## src/rtl/cam_nf_pkg.sv

```systemverilog
package cam_nf_pkg;
  typedef enum logic [2:0] {
    OP_NOP     = 3'd0,
    OP_WRITE   = 3'd1,
    OP_READ    = 3'd2,
    OP_SEARCH  = 3'd3,
    OP_WR_FREE = 3'd4,
    OP_RD_FREE = 3'd5,
    OP_LD_PTR  = 3'd6
  } cam_op_e;

  localparam int unsigned FREE_WORD_W  = 32;
  localparam int unsigned PAGE_LSB     = 16;
endpackage

```

## src/rtl/cam_prio_enc.sv

```systemverilog
module cam_prio_enc #(
  parameter int unsigned N  = 64,
  parameter int unsigned AW = $clog2(N)
) (
  input  logic [N-1:0]  vec,
  output logic          found,
  output logic [AW-1:0] idx
);
  // lowest index wins: scan from the top so lower indices overwrite
  always_comb begin
    found = 1'b0;
    idx   = '0;
    for (int i = N - 1; i >= 0; i--) begin
      if (vec[i]) begin
        found = 1'b1;
        idx   = AW'(i);
      end
    end
  end
endmodule

```

## src/rtl/cam_store.sv

```systemverilog
module cam_store #(
  parameter int unsigned ENTRIES = 64,
  parameter int unsigned WIDTH   = 32,
  parameter int unsigned AW      = $clog2(ENTRIES)
) (
  input  logic               clk,
  input  logic               rst,
  input  logic               we,
  input  logic [AW-1:0]      waddr,
  input  logic [WIDTH-1:0]   wword,
  input  logic               wflag,
  input  logic               re,
  input  logic [AW-1:0]      raddr,
  input  logic [WIDTH-1:0]   key,
  output logic [WIDTH-1:0]   rword,
  output logic               rflag,
  output logic [ENTRIES-1:0] empty_vec,
  output logic [ENTRIES-1:0] hit_vec
);
  logic [WIDTH-1:0]   mem [ENTRIES];
  logic [ENTRIES-1:0] empty_q;

  // data array: no reset so it maps to plain storage
  always_ff @(posedge clk) begin
    if (we) mem[waddr] <= wword;
  end

  always_ff @(posedge clk) begin
    if (re) rword <= mem[raddr];
  end

  always_ff @(posedge clk) begin
    if (rst) begin
      empty_q <= '1;
      rflag   <= 1'b1;
    end else begin
      if (we) empty_q[waddr] <= wflag;
      if (re) rflag <= empty_q[raddr];
    end
  end

  generate
    for (genvar g = 0; g < ENTRIES; g++) begin : g_cmp
      assign hit_vec[g] = !empty_q[g] && (mem[g] == key);
    end
  endgenerate

  assign empty_vec = empty_q;
endmodule

```

## src/rtl/cam_nf.sv

```systemverilog
module cam_nf
  import cam_nf_pkg::*;
#(
  parameter int unsigned ENTRIES = 64,
  parameter int unsigned WIDTH   = 32,
  parameter int unsigned PAGE_W  = 4,
  parameter logic [PAGE_W-1:0] PAGE_ID = 4'hA,
  localparam int unsigned AW = $clog2(ENTRIES)
) (
  input  logic             clk,
  input  logic             rst,
  input  logic             req,
  input  logic [2:0]       op,
  input  logic             use_ptr,
  input  logic [AW-1:0]    addr,
  input  logic [WIDTH-1:0] wdata,
  input  logic             wempty,
  output logic             rvalid,
  output logic [WIDTH-1:0] rdata,
  output logic             rempty,
  output logic             sval,
  output logic             hit,
  output logic [AW-1:0]    hit_addr,
  output logic             full
);
  cam_op_e op_e;
  assign op_e = cam_op_e'(op);

  logic [AW-1:0]      ptr_q;
  logic [AW-1:0]      free_addr, hit_idx, rand_addr;
  logic               free_found, hit_found;
  logic [ENTRIES-1:0] empty_vec, hit_vec;
  logic               st_we, st_re;
  logic [AW-1:0]      st_waddr;
  logic [WIDTH-1:0]   st_rword;
  logic               st_rflag;
  logic [FREE_WORD_W-1:0] free_word, free_word_q;
  logic               sel_free_q;

  assign rand_addr = use_ptr ? ptr_q : addr;
  assign full      = !free_found;

  always_comb begin
    st_we    = 1'b0;
    st_waddr = rand_addr;
    if (req) begin
      if (op_e == OP_WRITE) st_we = 1'b1;
      else if (op_e == OP_WR_FREE) begin
        st_we    = free_found;
        st_waddr = free_addr;
      end
    end
  end
  assign st_re = req && (op_e == OP_READ);

  cam_store #(.ENTRIES(ENTRIES), .WIDTH(WIDTH), .AW(AW)) u_store (
    .clk(clk), .rst(rst),
    .we(st_we), .waddr(st_waddr), .wword(wdata), .wflag(wempty),
    .re(st_re), .raddr(rand_addr), .key(wdata),
    .rword(st_rword), .rflag(st_rflag),
    .empty_vec(empty_vec), .hit_vec(hit_vec)
  );

  cam_prio_enc #(.N(ENTRIES), .AW(AW)) u_free_enc (
    .vec(empty_vec), .found(free_found), .idx(free_addr)
  );

  cam_prio_enc #(.N(ENTRIES), .AW(AW)) u_hit_enc (
    .vec(hit_vec), .found(hit_found), .idx(hit_idx)
  );

  always_comb begin
    free_word = '0;
    free_word[PAGE_LSB +: PAGE_W] = PAGE_ID;
    free_word[AW-1:0] = free_addr;
  end

  always_ff @(posedge clk) begin
    if (rst) begin
      ptr_q       <= '0;
      rvalid      <= 1'b0;
      sval        <= 1'b0;
      hit         <= 1'b0;
      hit_addr    <= '0;
      sel_free_q  <= 1'b0;
      free_word_q <= '0;
    end else begin
      rvalid <= req && (op_e == OP_READ || op_e == OP_RD_FREE);
      sval   <= req && (op_e == OP_SEARCH);
      if (req && op_e == OP_LD_PTR) ptr_q <= addr;
      if (req && op_e == OP_SEARCH) begin
        hit      <= hit_found;
        hit_addr <= hit_idx;
      end
      if (req && (op_e == OP_READ || op_e == OP_RD_FREE))
        sel_free_q <= (op_e == OP_RD_FREE);
      if (req && op_e == OP_RD_FREE) free_word_q <= free_word;
    end
  end

  assign rdata  = sel_free_q ? WIDTH'(free_word_q) : st_rword;
  assign rempty = sel_free_q ? 1'b0 : st_rflag;
endmodule

```

## config.mk

```make
export PLATFORM = sky130hd
export DESIGN_NAME = cam_nf
export DESIGN_NICKNAME = d
export VERILOG_FILES = /design/src/rtl/cam_nf_pkg.sv /design/src/rtl/cam_prio_enc.sv /design/src/rtl/cam_store.sv /design/src/rtl/cam_nf.sv
export SDC_FILE = /design/constraint.sdc
export NUM_CORES = 2
export LEC_CHECK = 0
export BUFFER_PORTS_ARGS = -buffer_cell sky130_fd_sc_hd__buf_2
export CAP_MARGIN = 0
export CORE_MARGIN = 10
export CORE_UTILIZATION = 49
export CTS_BUF_LIST = sky130_fd_sc_hd__clkbuf_16
export CTS_CLUSTER_SIZE = 24
export DETAILED_ROUTE_END_ITERATION = 8
export HOLD_SLACK_MARGIN = 0.03
export PLACE_DENSITY = 0.62
export SLEW_MARGIN = 20
export SYNTH_ARGS = -nofsm -noshare
export SYNTH_HDL_FRONTEND = slang
export SYNTH_SLANG_ARGS = --single-unit
```

## constraint.sdc

```tcl
create_clock -name clk -period 15.2 [get_ports clk]
set_input_delay 3.04 -clock clk [delete_from_list [all_inputs] [get_ports clk]]
set_output_delay 3.04 -clock clk [all_outputs]
set_load 0.02 [all_outputs]
```

Word level (Yosys, flattened, before mapping)
Memories as Yosys holds them, arrays and structs flattened. A register that Yosys moved wholly into a read port is not among the register bits.
Index checks and enable logic that the tools add are counted.

storage, ports and cells
  register bits = 88
  memory bits (writable) = 2048
  output and inout bits = 43
  logic and storage cells = 491
  memories = 1

cells by class
  magnitude comparators = 3
  equal/unequal tests = 70
  muxes and demuxes = 272
  reduce and logical (&&, ||, !) cells = 136

memory list
  memory       words  width  rd ports  clocked after Yosys merged registers in  write ports  line             text
  u_store.mem  64     32     65        1                                        1            cam_store.sv:20  logic [WIDTH-1:0] mem [ENTRIES];

operators by type and width
  kind                  number
  $eq A32 B32 Y1        64
  $mux W6               132
  $mux W1               136
  $logic_and A1 B1 Y1   70
  $logic_not A1 Y1      65
  $bwmux W64            1
  $mux W32              1
  $lt A6 B7 Y1 const B  2
  $eq A3 B3 Y1 const B  3
  $bmux W1 S6           1
  $demux W1 S6          1
  $eq A3 B2 Y1 const B  2
  $ge A6 B1 Y1 const B  1
  $eq A3 B1 Y1 const B  1
  $logic_or A1 B1 Y1    1

Depth between registers and ports, before layout
  word-level depth = 72
  gate-level depth with buffers = 14
  gate-level depth less buffers = 10

Modules after synthesis
Synthesis repeated with hierarchy kept, for this count alone.

unflattened totals
  cells, all modules = 7104
  area total of the unflattened synthesis = 108970.8 sq um

by module, submodules not included
  module        instances  cells each  area each (sq um)  seq. area each (sq um)
  cam_store     1          6666        105912.8           63761.2
  cam_nf        1          158         1531.5             460.4
  cam_prio_enc  2          140         763.2              0.0

Worst setup path before layout
OpenSTA, ideal clock, no wires.

  path kind = in2reg
  start = input port req
  end = memory u_store.mem[40][0], enable pin
  arrival time = 6.938 ns
  required time = 14.739 ns
  path slack = 7.801 ns
  cell stages on the path = 8
  buffers on the path = 3
  cells stage by stage = nor2b_1 and2_1 clkbuf_1 o21ai_0 a31o_2 buf_2 clkbuf_1 nor3_1

on the way
  longest elaborated chain between the ends = 3
  elaborated cells on any way between the ends = 4
  those cells by class = mux (4)

RTL lines
  element                        line             text
  from (decl)                    cam_nf.sv:12     input logic req,
  $mux W1                        cam_nf.sv:46     if (req) begin
  $mux W1                        cam_store.sv:25  if (we) mem[waddr] <= wword;
  $mux W1 (not written as such)  cam_store.sv:25
  to (decl)                      cam_store.sv:20

Several ways; a longest one is shown, not always the timed one.

Worst setup path after layout
  start = input port use_ptr
  end = register u_store.rword[10], read port of u_store.mem, data pin

on the way
  longest elaborated chain between the ends = 1

RTL lines
  element      line             text
  from (decl)  cam_nf.sv:14     input logic use_ptr,
  $mux W6      cam_nf.sv:40     assign rand_addr = use_ptr ? ptr_q : addr;
  to (decl)    cam_store.sv:15  output logic [WIDTH-1:0] rword,

No other way between the ends.
A chain may end at the register's enable or synchronous reset.

==> reports/metrics.cfg <==
[critical_path]
crit_path_max_fanout = 79
critPathKind = primary input to register
critPathBufInv = 4
cpPeakStageDelay_ns = 1.13
critPathLaunchType = primary input
crit_family = buffers and inverters
cp_data_arrival_time_ns = 8.96
worst_r2r_endpoint = u_store.rword[10]$_DFFE_PP_
crit_top_cell = buf_4
r2r_start = ptr_q[0]$_SDFFE_PP0P_
worst_path_max_delay_cell = a211oi_1
r2r_setup_slack_ns = 9.13
r2r_cells = 11
crit_chain = buf_2 -> mux2_8 -> buf_4 -> buf_4 -> buf_4 -> nand2_1 -> and3_1 -> a311oi_1 -> a31oi_1 -> a211oi_1 -> a211oi_1 -> a21oi_1
critPathRequiredTime_ns = 15.92
cp-end-kind = register

[pwr]
total_leakage_power_nw = 42.1
power_density_nw_per_um2 = 110
vdd_drop_max_mv = 0.0977
combPwrFrac_pct = 10.9
power.switching_mw = 3.61
clkPwrFrac_pct = 40.5
power.share.sequential_pct = 48.6
switching_share_pct = 26.7
power_report.internal_total_mw = 9.91

[timing]
finClkSkew_ns = 0.0283
slew_viol_final = 0
rsz0062_at_grt = no
fmax_ghz = 0.121
tightest_slew_ns = 1.39
period_share_pct = 54.2
finalHoldViolations = 0
setup_viol_count_final = 0
tns_ns = 0
slew_headroom_pct = 7.09
hold_ws_ns = 0.458
setup_ws_ns = 6.96
post-route-min-period_ns = 8.24

[placed_design]
dpl.cell_count = 12600
dpl_cell_area_sq_um = 116000
preCtsSetupSlack_ns = 6.37
routabilityCongestion = 1.01
port_buffers = 88
place_hpwl_um = 305000

[logic_synthesis]
dominantRegCellSynth = edfxtp_1
synth_edf_count = 2080
synthesis.nets = 10100
synth_top_area_share_pct = 55.9
async_flop_share_pct = 0
synth_area_sq_um = 112000
yosys.area.top_type = edfxtp_1
synth.distinct_cells = 75
avgSynthCellArea_sq_um = 11.2
synth_area_leaders = edfxtp_1 (56%), xor2_1 (11%), nand2_1 (7.3%), xnor2_1 (5.3%), a311oi_1 (3.1%)
ys_ff_latch = 2168
ys_top_cells_by_count = nand2_1 (2160), edfxtp_1 (2080), xor2_1 (1358)
yosys_warnings = 0
synth-seq-area-share_pct = 57.5
synthCells = 10000
synth.most_common_cell = nand2_1

[clocking]
cts_root_buf = clkbuf_16
ctsResizeCount = 0
path_clk_slew_ns = 0.06
cts_setup_buffers = 0
h-tree-depth = 4
cts_max_path_buffers = 3
cts_sinks = 2168
cts_made_buffers = 229
cts_tree = built
worstSkewPairLatency_ns = 0.90
holdBufCountCts = 0

[min_path]
hp-class = register to register
worstHoldStart = free_word_q[5]$_SDFFE_PP0P_
whs_path_depth = 2
hold_end = free_word_q[5]$_SDFFE_PP0P_

[global_routing]
antenna_found_initial = 32
grt_pass1_vias = 80500
grt_pass1_wl_um = 631000
grt_usage_pct = 35.0
gr-total-overflow = 0
grt_max_degree = 164

[cells_and_area]
drive_above_1_share_pct = 7.69
syn_to_final_growth_pct = 9.98
stdcell_count = 13100
nets = 9908
finalInstanceArea_sq_um = 123000

[floorplanning]
fp.dieW_um = 498
dieArea_sq_um = 248000
coreArea_sq_um = 227000
die_h_um = 498
start_util_pct = 49.2
ios = 89
fp-row-count = 175

[route]
wl_per_cell_um = 34.6
vias = 86600
drcViolationCount = 0
drt_iter0_markers = 14400
vias_per_cell = 6.59
ant_nets = 0
drt-total-wl_um = 455000
dr.pass1.iters = 7

[outcome]
status = complete, no violations

[run]
maxCapViolations = 0

-- placed cells by master, fill, tap and decap left out, types with 136 or more instances in the layout --
cell,n
and3_1,265
nand2_1,2160
xnor2_1,679
buf_4,227
a311oi_1,384
nand3_1,664
edfxtp_1,2080
xor2_1,1358
clkbuf_16,231
a21oi_1,170
nor4_1,342
a31oi_1,136
nand4_1,212
-- how the worst max path moves through the flow --
stage | from | to | cells past startpoint
6_report | use_ptr | u_store.rword[10]$_DFFE_PP_ | 12
3_3_place_gp | use_ptr | u_store.rword[25]$_DFFE_PP_ | 12
3_5_place_dp | use_ptr | u_store.rword[10]$_DFFE_PP_ | 12
5_1_grt | use_ptr | u_store.rword[10]$_DFFE_PP_ | 12
4_1_cts | use_ptr | u_store.rword[10]$_DFFE_PP_ | 12
2_1_floorplan | req | u_store.mem[40][0]$_DFFE_PP_ | 8
-- per-layer routing --
layer  wire length [um]  track usage [%]  up-vias  part of all wire, %
met4              36200             22.5       16                  8.0
met5                338                0        -                0.074
met1             172000             47.5    43300                   38
met3              52100             6.91     1060                   11
li1                   -                -    36000                    -
met2             195000             51.3     6161                   43
-- metrics by stage --
step                      power (mW)  utilization, %
after detailed placement        8.12            50.9
after global routing            13.8            54.1
final                           13.5            54.1
after CTS                       13.5            54.0
after global placement          8.11            50.8
after floorplan                 7.47               -
-- flip-flops by register name, summed over array words and instances (netlist names), 6 cells and up --
| register | cells |
|---|---|
| u_store.empty_vec | 64 |
| hit_addr | 6 |
| u_store.rword | 32 |
| u_store.mem | 2048 |
| free_word_q | 7 |
| ptr_q | 6 |
-- cell families (layout without fill, tap and decap cells) --
logic type	after synthesis	in the layout	share of synthesized area, %
AO/OA/AOI/OAI	970	970	6.56
AND/OR/NAND/NOR	4027	4027	16.7
flip-flops	2168	2168	57.5
XOR/XNOR	2037	2037	16.0
buffers and inverters	796	835	3.12
other	0	65	0
multiplexers	20	20	0.188
-- power by group through the flow --
stage	combinational (mW)	clock (mW)	sequential (mW)
after global routing	1.51	5.71	6.57
after floorplan	0.781	0	6.69
after detailed placement	1.42	0	6.70
after global placement	1.42	0	6.70
after CTS	1.43	5.48	6.57
final	1.48	5.47	6.57
-- final cells by class --
cell class / instances / area [sq um]
well taps: 3009 / 3760
clock inverters: 195 / 1360
multi-input cells: 7054 / 44600
diodes: 65 / 163
clock buffers: 231 / 5780
repair buffers: 336 / 2790
flip-flops and latches: 2168 / 64200
inverters: 73 / 274
fillers: 19700 / 104000
-- worst min-delay path: cells and delay by family (launching register included) --
kind               cells  cell delay, ns
DFF                    1            0.31
and+or+nand+nor        1            0.05
AOI/OAI and AO/OA      1            0.05
Note: power is estimated with default switching activity, not from simulation.
